--- src/rtl/sv32w_pkg.sv ---
package sv32w_pkg;
    localparam int PG_SHIFT   = 12;
    localparam int IDX_W      = 10;
    localparam int WIDEN      = 2;
    localparam int PTE_LOG    = 2;
    localparam int PTE_W      = 8 << PTE_LOG;
    localparam int ROOT_IDX_W = IDX_W + WIDEN;
    localparam int VA1_W      = PG_SHIFT + 2 * IDX_W;
    localparam int VA2_W      = VA1_W + WIDEN;
    localparam int PPN_W      = VA2_W - PG_SHIFT;
    localparam int PA_W       = PPN_W + PG_SHIFT;
    localparam int PPN_LSB    = PTE_W - PPN_W;

    typedef enum logic [1:0] {
        MD_S1   = 2'd0,
        MD_S2   = 2'd1,
        MD_NEST = 2'd2,
        MD_RSVD = 2'd3
    } walk_mode_e;

    typedef enum logic [2:0] {
        ST_IDLE, ST_REQ, ST_WAIT, ST_GREQ, ST_GWAIT, ST_DONE
    } walk_st_e;

    typedef struct packed {
        logic             fault;
        logic             leaf;
        logic [PPN_W-1:0] ppn;
        logic             pr;
        logic             pw;
        logic             px;
    } pte_res_t;
endpackage

--- src/rtl/sv32w_span_chk.sv ---
// Checks that every address bit from TOP upward carries the same value.
module sv32w_span_chk #(
    parameter int IN_W = 40,
    parameter int TOP  = 31
) (
    input  logic [IN_W-1:0] addr,
    output logic            ok
);
    generate
        if (IN_W > TOP + 1) begin : g_check
            logic [IN_W-1-TOP:0] hi;
            assign hi = addr[IN_W-1:TOP];
            assign ok = (&hi) | ~(|hi);
        end else begin : g_skip
            assign ok = 1'b1;
        end
    endgenerate
endmodule

--- src/rtl/sv32w_pte_addr.sv ---
// Entry address = base page << shift + index * entry size.
module sv32w_pte_addr
    import sv32w_pkg::*;
(
    input  logic [PPN_W-1:0]      base,
    input  logic [ROOT_IDX_W-1:0] idx,
    output logic [PA_W-1:0]       addr
);
    localparam int PAD_W = PA_W - ROOT_IDX_W - PTE_LOG;

    assign addr = {base, {PG_SHIFT{1'b0}}}
                + {{PAD_W{1'b0}}, idx, {PTE_LOG{1'b0}}};
endmodule

--- src/rtl/sv32w_pte_eval.sv ---
// Decodes one fetched entry: fault, leaf, output page number, permissions.
module sv32w_pte_eval
    import sv32w_pkg::*;
(
    input  logic [PTE_W-1:0] pte,
    input  logic             is_root,
    input  logic             g_stage,
    input  logic             user,
    input  logic             mxr,
    input  logic [PPN_W-1:0] vpn,
    output pte_res_t         res
);
    localparam logic [PPN_W-1:0] MASK_S1 = {{(PPN_W-IDX_W){1'b0}}, {IDX_W{1'b1}}};
    localparam logic [PPN_W-1:0] MASK_S2 = {{(PPN_W-ROOT_IDX_W){1'b0}}, {ROOT_IDX_W{1'b1}}};

    logic             v_b, r_b, w_b, x_b, u_b;
    logic [PPN_W-1:0] ppn;
    logic [PPN_W-1:0] low_mask;

    assign v_b      = pte[0];
    assign r_b      = pte[1];
    assign w_b      = pte[2];
    assign x_b      = pte[3];
    assign u_b      = pte[4];
    assign ppn      = pte[PTE_W-1:PPN_LSB];
    assign low_mask = g_stage ? MASK_S2 : MASK_S1;

    always_comb begin
        res     = '0;
        res.ppn = ppn;
        if (!v_b || (w_b && !r_b)) begin
            res.fault = 1'b1;
        end else if (r_b || x_b) begin
            res.leaf = 1'b1;
            if (user && !u_b) begin
                res.fault = 1'b1;
            end
            if (is_root && (|ppn[IDX_W-1:0])) begin
                res.fault = 1'b1;
            end
            if (is_root) begin
                res.ppn = ppn | (vpn & low_mask);
            end
            if (!res.fault) begin
                res.pr = r_b | (x_b & mxr);
                res.pw = w_b;
                res.px = x_b;
            end
        end else if (!is_root) begin
            res.fault = 1'b1;
        end
    end
endmodule

--- src/rtl/sv32w_walker.sv ---
module sv32w_walker
    import sv32w_pkg::*;
#(
    parameter int IN_W = 40
) (
    input  logic             clk,
    input  logic             rst_n,
    input  logic             walk_valid,
    output logic             walk_ready,
    input  logic [1:0]       walk_mode,
    input  logic [IN_W-1:0]  walk_addr,
    input  logic             priv_user,
    input  logic             sel_vs_root,
    input  logic             mxr_s,
    input  logic             mxr_vs,
    input  logic [PPN_W-1:0] root_s,
    input  logic [PPN_W-1:0] root_vs,
    input  logic [PPN_W-1:0] root_g,
    output logic             mem_req_valid,
    input  logic             mem_req_ready,
    output logic [PA_W-1:0]  mem_req_addr,
    input  logic             mem_rsp_valid,
    input  logic [PTE_W-1:0] mem_rsp_data,
    output logic             done_valid,
    output logic             done_fault,
    output logic             done_fault_g,
    output logic [PA_W-1:0]  done_pa,
    output logic             perm_r,
    output logic             perm_w,
    output logic             perm_x
);
    localparam int IDX_PAD = ROOT_IDX_W - IDX_W;

    typedef struct packed {
        walk_st_e         st;
        walk_mode_e       mode;
        logic [VA2_W-1:0] va;
        logic             user;
        logic             mxr_s;
        logic             mxr_vs;
        logic             lvl;
        logic [PPN_W-1:0] tbase;
        logic [PPN_W-1:0] groot;
        logic             glvl;
        logic [PPN_W-1:0] gbase;
        logic [PA_W-1:0]  gpa;
        logic             fault;
        logic             fault_g;
        logic [PPN_W-1:0] ppn;
        logic             pr;
        logic             pw;
        logic             px;
    } walk_reg_t;

    walk_reg_t q, d;

    logic                  s1_ok, s2_ok;
    logic [PPN_W-1:0]      s1_root;
    logic [PPN_W-1:0]      a_base;
    logic [ROOT_IDX_W-1:0] a_idx;
    logic                  g_phase;
    logic                  ev_root, ev_user, ev_mxr;
    logic [PPN_W-1:0]      ev_vpn;
    pte_res_t              ev;

    sv32w_span_chk #(.IN_W(IN_W), .TOP(VA1_W-1)) u_span1 (
        .addr (walk_addr),
        .ok   (s1_ok)
    );

    sv32w_span_chk #(.IN_W(IN_W), .TOP(VA2_W-1)) u_span2 (
        .addr (walk_addr),
        .ok   (s2_ok)
    );

    assign s1_root = sel_vs_root ? root_vs : root_s;
    assign g_phase = (q.st == ST_GREQ) || (q.st == ST_GWAIT);

    // Entry address for the level currently being fetched
    always_comb begin
        if (g_phase) begin
            a_base = q.gbase;
            a_idx  = q.glvl ? q.gpa[PA_W-1:PG_SHIFT+IDX_W]
                            : {{IDX_PAD{1'b0}}, q.gpa[PG_SHIFT+IDX_W-1:PG_SHIFT]};
        end else begin
            a_base = q.tbase;
            a_idx  = q.lvl ? {{IDX_PAD{1'b0}}, q.va[VA1_W-1:PG_SHIFT+IDX_W]}
                           : {{IDX_PAD{1'b0}}, q.va[PG_SHIFT+IDX_W-1:PG_SHIFT]};
        end
    end

    sv32w_pte_addr u_addr (
        .base (a_base),
        .idx  (a_idx),
        .addr (mem_req_addr)
    );

    // Entry evaluation context
    always_comb begin
        if (g_phase) begin
            ev_root = q.glvl;
            ev_user = 1'b1;
            ev_mxr  = q.mxr_vs;
            ev_vpn  = q.gpa[PA_W-1:PG_SHIFT];
        end else begin
            ev_root = q.lvl;
            ev_user = q.user;
            ev_mxr  = q.mxr_s;
            ev_vpn  = {{WIDEN{1'b0}}, q.va[VA1_W-1:PG_SHIFT]};
        end
    end

    sv32w_pte_eval u_eval (
        .pte     (mem_rsp_data),
        .is_root (ev_root),
        .g_stage (g_phase),
        .user    (ev_user),
        .mxr     (ev_mxr),
        .vpn     (ev_vpn),
        .res     (ev)
    );

    always_comb begin
        d = q;
        unique case (q.st)
            ST_IDLE: begin
                if (walk_valid) begin
                    d.va      = walk_addr[VA2_W-1:0];
                    d.user    = priv_user;
                    d.mxr_s   = mxr_s;
                    d.mxr_vs  = mxr_vs;
                    d.groot   = root_g;
                    d.fault   = 1'b0;
                    d.fault_g = 1'b0;
                    d.ppn     = '0;
                    d.pr      = 1'b0;
                    d.pw      = 1'b0;
                    d.px      = 1'b0;
                    d.lvl     = 1'b1;
                    d.glvl    = 1'b1;
                    d.gbase   = root_g;
                    case (walk_mode_e'(walk_mode))
                        MD_S2: begin
                            d.mode = MD_S2;
                            d.gpa  = walk_addr[PA_W-1:0];
                            if (!s2_ok) begin
                                d.fault   = 1'b1;
                                d.fault_g = 1'b1;
                                d.st      = ST_DONE;
                            end else begin
                                d.st = ST_GREQ;
                            end
                        end
                        MD_NEST: begin
                            d.mode = MD_NEST;
                            d.gpa  = {s1_root, {PG_SHIFT{1'b0}}};
                            if (!s1_ok) begin
                                d.fault = 1'b1;
                                d.st    = ST_DONE;
                            end else begin
                                d.st = ST_GREQ;
                            end
                        end
                        default: begin
                            d.mode  = MD_S1;
                            d.tbase = s1_root;
                            if (!s1_ok) begin
                                d.fault = 1'b1;
                                d.st    = ST_DONE;
                            end else begin
                                d.st = ST_REQ;
                            end
                        end
                    endcase
                end
            end
            ST_REQ: begin
                if (mem_req_ready) d.st = ST_WAIT;
            end
            ST_GREQ: begin
                if (mem_req_ready) d.st = ST_GWAIT;
            end
            ST_WAIT: begin
                if (mem_rsp_valid) begin
                    if (ev.fault) begin
                        d.fault = 1'b1;
                        d.st    = ST_DONE;
                    end else if (ev.leaf) begin
                        d.ppn = ev.ppn;
                        d.pr  = ev.pr;
                        d.pw  = ev.pw;
                        d.px  = ev.px;
                        d.st  = ST_DONE;
                    end else begin
                        d.lvl = 1'b0;
                        if (q.mode == MD_NEST) begin
                            d.gpa   = {ev.ppn, {PG_SHIFT{1'b0}}};
                            d.glvl  = 1'b1;
                            d.gbase = q.groot;
                            d.st    = ST_GREQ;
                        end else begin
                            d.tbase = ev.ppn;
                            d.st    = ST_REQ;
                        end
                    end
                end
            end
            ST_GWAIT: begin
                if (mem_rsp_valid) begin
                    if (ev.fault) begin
                        d.fault   = 1'b1;
                        d.fault_g = 1'b1;
                        d.st      = ST_DONE;
                    end else if (ev.leaf) begin
                        if (q.mode == MD_S2) begin
                            d.ppn = ev.ppn;
                            d.pr  = ev.pr;
                            d.pw  = ev.pw;
                            d.px  = ev.px;
                            d.st  = ST_DONE;
                        end else begin
                            d.tbase = ev.ppn;
                            d.st    = ST_REQ;
                        end
                    end else begin
                        d.glvl  = 1'b0;
                        d.gbase = ev.ppn;
                        d.st    = ST_GREQ;
                    end
                end
            end
            ST_DONE: d.st = ST_IDLE;
            default: d.st = ST_IDLE;
        endcase
    end

    always_ff @(posedge clk or negedge rst_n) begin
        if (!rst_n) begin
            q      <= '0;
            q.st   <= ST_IDLE;
            q.mode <= MD_S1;
        end else begin
            q <= d;
        end
    end

    assign walk_ready    = (q.st == ST_IDLE);
    assign mem_req_valid = (q.st == ST_REQ) || (q.st == ST_GREQ);
    assign done_valid    = (q.st == ST_DONE);
    assign done_fault    = q.fault;
    assign done_fault_g  = q.fault_g;
    assign done_pa       = {q.ppn, q.va[PG_SHIFT-1:0]};
    assign perm_r        = q.pr;
    assign perm_w        = q.pw;
    assign perm_x        = q.px;
endmodule

--- config.mk ---
export PLATFORM = sky130hd
export DESIGN_NAME = sv32w_walker
export DESIGN_NICKNAME = d
export VERILOG_FILES = /design/src/rtl/sv32w_pkg.sv /design/src/rtl/sv32w_span_chk.sv /design/src/rtl/sv32w_pte_addr.sv /design/src/rtl/sv32w_pte_eval.sv /design/src/rtl/sv32w_walker.sv
export SDC_FILE = /design/constraint.sdc
export NUM_CORES = 1
export LEC_CHECK = 0
export ABC_AREA = 1
export BUFFER_PORTS_ARGS = -buffer_cell sky130_fd_sc_hd__buf_2
export CAP_MARGIN = 10
export CORE_UTILIZATION = 55
export DETAILED_ROUTE_END_ITERATION = 7
export GPL_ROUTABILITY_DRIVEN = 0
export GPL_TIMING_DRIVEN = 0
export PLACE_DENSITY = 0.81
export SLEW_MARGIN = 15
export SYNTH_ARGS = -nofsm -noshare
export SYNTH_HDL_FRONTEND = slang
export SYNTH_SLANG_ARGS = --single-unit
--- constraint.sdc ---
create_clock -name clk -period 3.9 [get_ports clk]
set_input_delay 0.195 -clock clk [delete_from_list [all_inputs] [get_ports clk]]
set_output_delay 0.195 -clock clk [all_outputs]
set_load 0.02 [all_outputs]
### Yosys cells after proc, flatten, opt, wreduce, memory -nomap -nowiden

Cells that the tools add are included.

* $add $sub $neg: 1
* eq/ne operators: 28
* mux-type cells: 74
* bitwise gates (word level): 8
* reduce and logical (&&, ||, !) cells: 29

Operators by type and width (count)
* $mux 22: 10
* $mux 171: 1
* $mux 57: 3
* $mux 25: 6
* $mux 23: 6
* $pmux 34 s2: 2
* $pmux 25 s3: 1
* $pmux 23 s3: 1
* $pmux 22 s3: 1
* $mux 58: 1
* $mux 26: 2
* $mux 3: 13
* $mux 12: 3
* $add 34x14->34: 1
* $ne 2x2->1 const B: 17
* $mux 27: 1
* $reduce_and 9->1: 3
* $and 22x22->22: 1
* $or 22x22->22: 1
* $pmux 3 s5: 1
* $mux 1: 14
* $reduce_and 7->1: 2
* $reduce_and 11->1: 1
* $mux 10: 1
* 28 further kinds: 47

* register bits: 171
* output and inout port bits: 76
* word-level logic and storage cells: 158

### Logic depth before layout (Yosys ltp)

* depth in word-level cells: 16
* mapped depth: 18
* depth with buffers taken out: 14

### By module

From an unflattened synthesis, not the netlist that was laid out.

* cells, all modules: 1665
* area total of the unflattened synthesis: 10602.7 µm²

Modules (own cells, without submodules)
* sv32w_walker: times used 1, cells each 1443, area an instance 9411.5 µm², seq. area each 3928.8 µm²
* sv32w_pte_addr: times used 1, cells each 131, area an instance 703.2 µm², seq. area each 0.0 µm²
* sv32w_pte_eval: times used 1, cells each 63, area an instance 376.6 µm², seq. area each 0.0 µm²
* sv32w_span_chk at u_span1: times used 1, cells each 15, area an instance 61.3 µm², seq. area each 0.0 µm²
* sv32w_span_chk at u_span2: times used 1, cells each 13, area an instance 50.0 µm², seq. area each 0.0 µm²

### Least setup slack after synthesis

No wires, ideal clock.

* path kind: register -> output
* start: reg q[169] in the netlist's numbering
* end: out mem_req_addr[26]
* data arrival time: 2889 ps
* data required time: 3705 ps
* setup slack: 816 ps
* stages on the path, launching flop included: 18
* cell sequence: dfrtp_1 > buf_2 > nor2_2 > nand2_2 > nand2_1 > buf_4 > buf_2 > buf_1 > nand2_1 > nand2_1 > ha_1 > fa_1 > inv_1 > nor2_1 > nand2_1 > nor2_1 > nand3_1 > xor2_1

* longest elaborated chain between the ends: 4
* elaborated cells on any way between the ends: 6

RTL lines
* from (decl): RTL line sv32w_walker.sv:55 `walk_reg_t q, d;`
* $eq 3x2->1 or $eq 3x3->1 (tied branches): RTL line sv32w_walker.sv:77 `assign g_phase = (q.st == ST_GREQ) || (q.st == ST_GWAIT);`
* $logic_or 1x1->1 *: RTL line sv32w_walker.sv:77
* $mux 22 or $mux 12 (tied branches): RTL line sv32w_walker.sv:81 `if (g_phase) begin`
* $add 34x14->34 *: RTL line sv32w_pte_addr.sv:12 `+ {{PAD_W{1'b0}}, idx, {PTE_LOG{1'b0}}};`
* to (decl): RTL line sv32w_walker.sv:21 `output logic [PA_W-1:0] mem_req_addr,`

Mark *: on every way between the ends. The rest lies on a longest branch, timed or not.

### Worst setup path after layout

* start: reg q[169] in the netlist's numbering
* end: out mem_req_addr[28]

Same word-level chain as after synthesis.

==> impl_metrics.yaml <==
outcome:
  status: "complete, but fails checks"
  violations: "hold timing"
pwr:
  vdd_drop_max_mv: 0.608
  seq_power_share: 0.262
  switchingPower_uw: 4830
  p_int_uw: 5370
  clock_power_share: 0.193
  p_per_area_nw_per_um2: 838
  p_leak_uw: 0.00664
  sw_frac_of_total: 0.473
  comb_power_share: 0.545
sta:
  rsz0062_at_grt: "false"
  tns_ns: 0
  tightest_slew_ns: 0.925
  clock_skew_ns: 0.00919
  max_freq_mhz: 276
  hold_violations: 3
  timing.slew.headroom: 0.384
  period_needed_ns: 3.62
  holdWs_ns: -0.00160
  period_share: 0.928
  setup_violations: 0
  final_max_slew_viol_count: 0
critical_path:
  worstSetupStartpointType: "register"
  worstRegToRegCells: 12
  crit_fanout: 28
  critPathRequiredTime_ns: 3.70
  arrival_ns: 3.42
  reg2reg_to: "done_pa[16]$_DFFE_PN0P_"
  crit_end: "mem_req_addr[28]"
  critical_path_class: "register to output pin"
  startpoint: "q[169]$_DFFE_PN0P_"
  end_kind: "output pin"
  regToRegSetupSlack_ns: 1.11
  crit-reg2reg-launch: "q[169]$_DFFE_PN0P_"
routing:
  dr_total_vias: 10800
  wl_per_cell_um: 17.2
  ant_nets: 0
  first_pass_iters: 8
  vias_per_cell: 5.58
  drc_errors: 0
  drt-total-wl_um: 33100
  drt_iter0_drc: 1298
clocking:
  ctsLongestPathBuffers: 2
  cts.root.buffer_cell: "clkbuf_16"
  clk_latency_ns: 0.44
  clkSinkCount: 157
  cts_buffers: 17
  htreeDepth: 4
  clk_pin_slew_ns: 0.06
  postCtsSetupRepairBufs: 0
  tritoncts: "yes"
run:
  drv_cap: 0
finish:
  final_cell_mix: "nand2_1 (571), buf_2 (234), dfrtp_1 (157)"
  n_antenna_cell: 0
  utilization: 0.703
  seqCellArea_um2: 3930
  drive_above_1_share: 0.205
  layout_commonest_cell: "nand2_1"
  fillers: 1402
  syn_to_final_growth_pct: 24.6
  multi_input_area_um2: 4700
  fin_nets: 1844
yosys:
  yosysWarnings: 0
  synth_edf_count: 0
  async_flop_share: 1.00
  netlist_area_um2: 9770
  synth_seq_cells: 157
  netlist_instances: 1424
  synth_seq_area_share: 0.402
  yosysUniqueCellTypes: 44
  syn_area_per_cell_um2: 6.86
  synthFlopType: "dfrtp_1"
floorplanning:
  start_util: 0.565
  io-pin-count: 225
  dieArea_um2: 18300
  coreArea_um2: 17300
  fp.dieW_um: 135
  rows: 48
  die_h_um: 135
global_routing:
  grt_pass1_wl_um: 51200
  antenna_found_initial: 0
  grt.total_usage: 0.370
  gr-total-overflow: 0
  grt_max_degree: 91
  grt_pass1_vias: 9901
placement:
  io_buffers: 216
  hpwl_um: 24900
worst_hold_path:
  hold_class: "input port to register"
## through the flow
step / setup WS [ns] / std cells / total power [uW] / instance area (um2) / hold WS, ns
final: 0.281 / 1927 / 10200 / 12200 / -0.00160
after global routing: 0.0101 / 1927 / 10800 / 12200 / 0.00837
after floorplan: 0.816 / 1425 / 6400 / 9770 / -0.101
after global placement: 0.248 / 1866 / 7920 / 11100 / 0.397
after CTS: 0.0235 / 1928 / 10000 / 12200 / 0.000751
after detailed placement: 0.174 / 1867 / 8040 / 11200 / 0.178
## synthesized netlist by cell type (all sizes together) (7+ instances only)
master    n  area share
o21bai    7      0.0058
mux2i    22       0.023
nand4     9      0.0058
dfrtp   157        0.40
nand3b   20       0.015
o22ai    17       0.011
a21oi    33       0.018
nand3    53       0.028
nor2     88       0.036
clkbuf   36       0.014
xor2     12       0.011
buf      67       0.047
inv     147       0.057
o211ai   15       0.012
nand2   575        0.22
nor3      8      0.0058
o21ai   138       0.071
## final cells by class
class / instances / share of cell area
multi-input cells: 1016 / 0.386
flip-flops and latches: 157 / 0.323
repair buffers: 247 / 0.117
plain buffers: 101 / 0.0483
inverters: 149 / 0.0460
clock buffers: 21 / 0.0370
well taps: 225 / 0.0231
clock inverters: 11 / 0.0195
## state kept, by name, indices dropped and copies added (netlist names)
register,cells
done_fault,1
perm_w,1
q,118
done_fault_g,1
perm_x,1
perm_r,1
done_pa,34
## routing by layer
metal | vias to the layer above | part of all wire | track usage
li1 | 4983 | - | -
met1 | 4859 | 0.38 | 0.490
met2 | 779 | 0.44 | 0.564
met3 | 138 | 0.12 | 0.0902
met4 | 0 | 0.052 | 0.190
met5 | - | 0 | 0
## power by group through the flow
stage	Combinational, uW	Clock [uW]	Sequential (uW)
finish	5560	1970	2670
global route	6090	2030	2730
CTS	5440	1960	2650
detailed placement	5370	0	2670
global placement	5270	0	2650
floorplan	3820	0	2580
## cells by family after synthesis
group                      after synthesis  share of synthesized area
AOI/OAI and AO/OA                      215                      0.121
and+or+nand+nor                        758                      0.315
buffers and inverters                  252                      0.118
xor gates and xnor gates                13                     0.0117
muxes                                   22                     0.0225
DFF                                    157                      0.402
adders and majority gates                6                    0.00846
other                                    1                   0.000384
## critical path, stage by stage, from the launching register on
cell and delay [ns]:
dfrtp_1 0.36, buf_2 0.17, nor2_2 0.12, nand2_2 0.16
nand2_1 0.14, buf_6 0.26, nand2_1 0.09, nand2_1 0.11
ha_1 0.23, fa_1 0.29, inv_1 0.08, nor2_1 0.21
nand2_1 0.12, nor2_1 0.18, nand2_1 0.08, xor2_1 0.18
buf_2 0.20
## repair_timing
| item | 4_1_cts | 5_1_grt |
|---|---|---|
| gates cloned | 0 | 0 |
| hold buffers | 30 | 0 |
| gates resized for setup | 0 | 9 |
| endpoints found under the setup margin | 11 | 10 |
| hold endpoints to repair | 96 | 0 |
## worst min path at each step
stage	startpoint	endpoint	slack, ns	depth (start not counted)
after global placement	walk_addr[3]	done_pa[3]$_DFFE_PN0P_	0.40	3
final	root_g[9]	q[93]$_DFFE_PN0P_	-0.002	3
after global routing	walk_addr[26]	q[158]$_DFFE_PN0P_	0.008	3
after floorplan	rst_n	done_fault$_DFFE_PN0P_	-0.10	0
after detailed placement	rst_n	done_pa[4]$_DFFE_PN0P_	0.18	1
after CTS	walk_addr[25]	q[157]$_DFFE_PN0P_	0.0008	3
No activity file was read; power rests on OpenSTA's default activity.
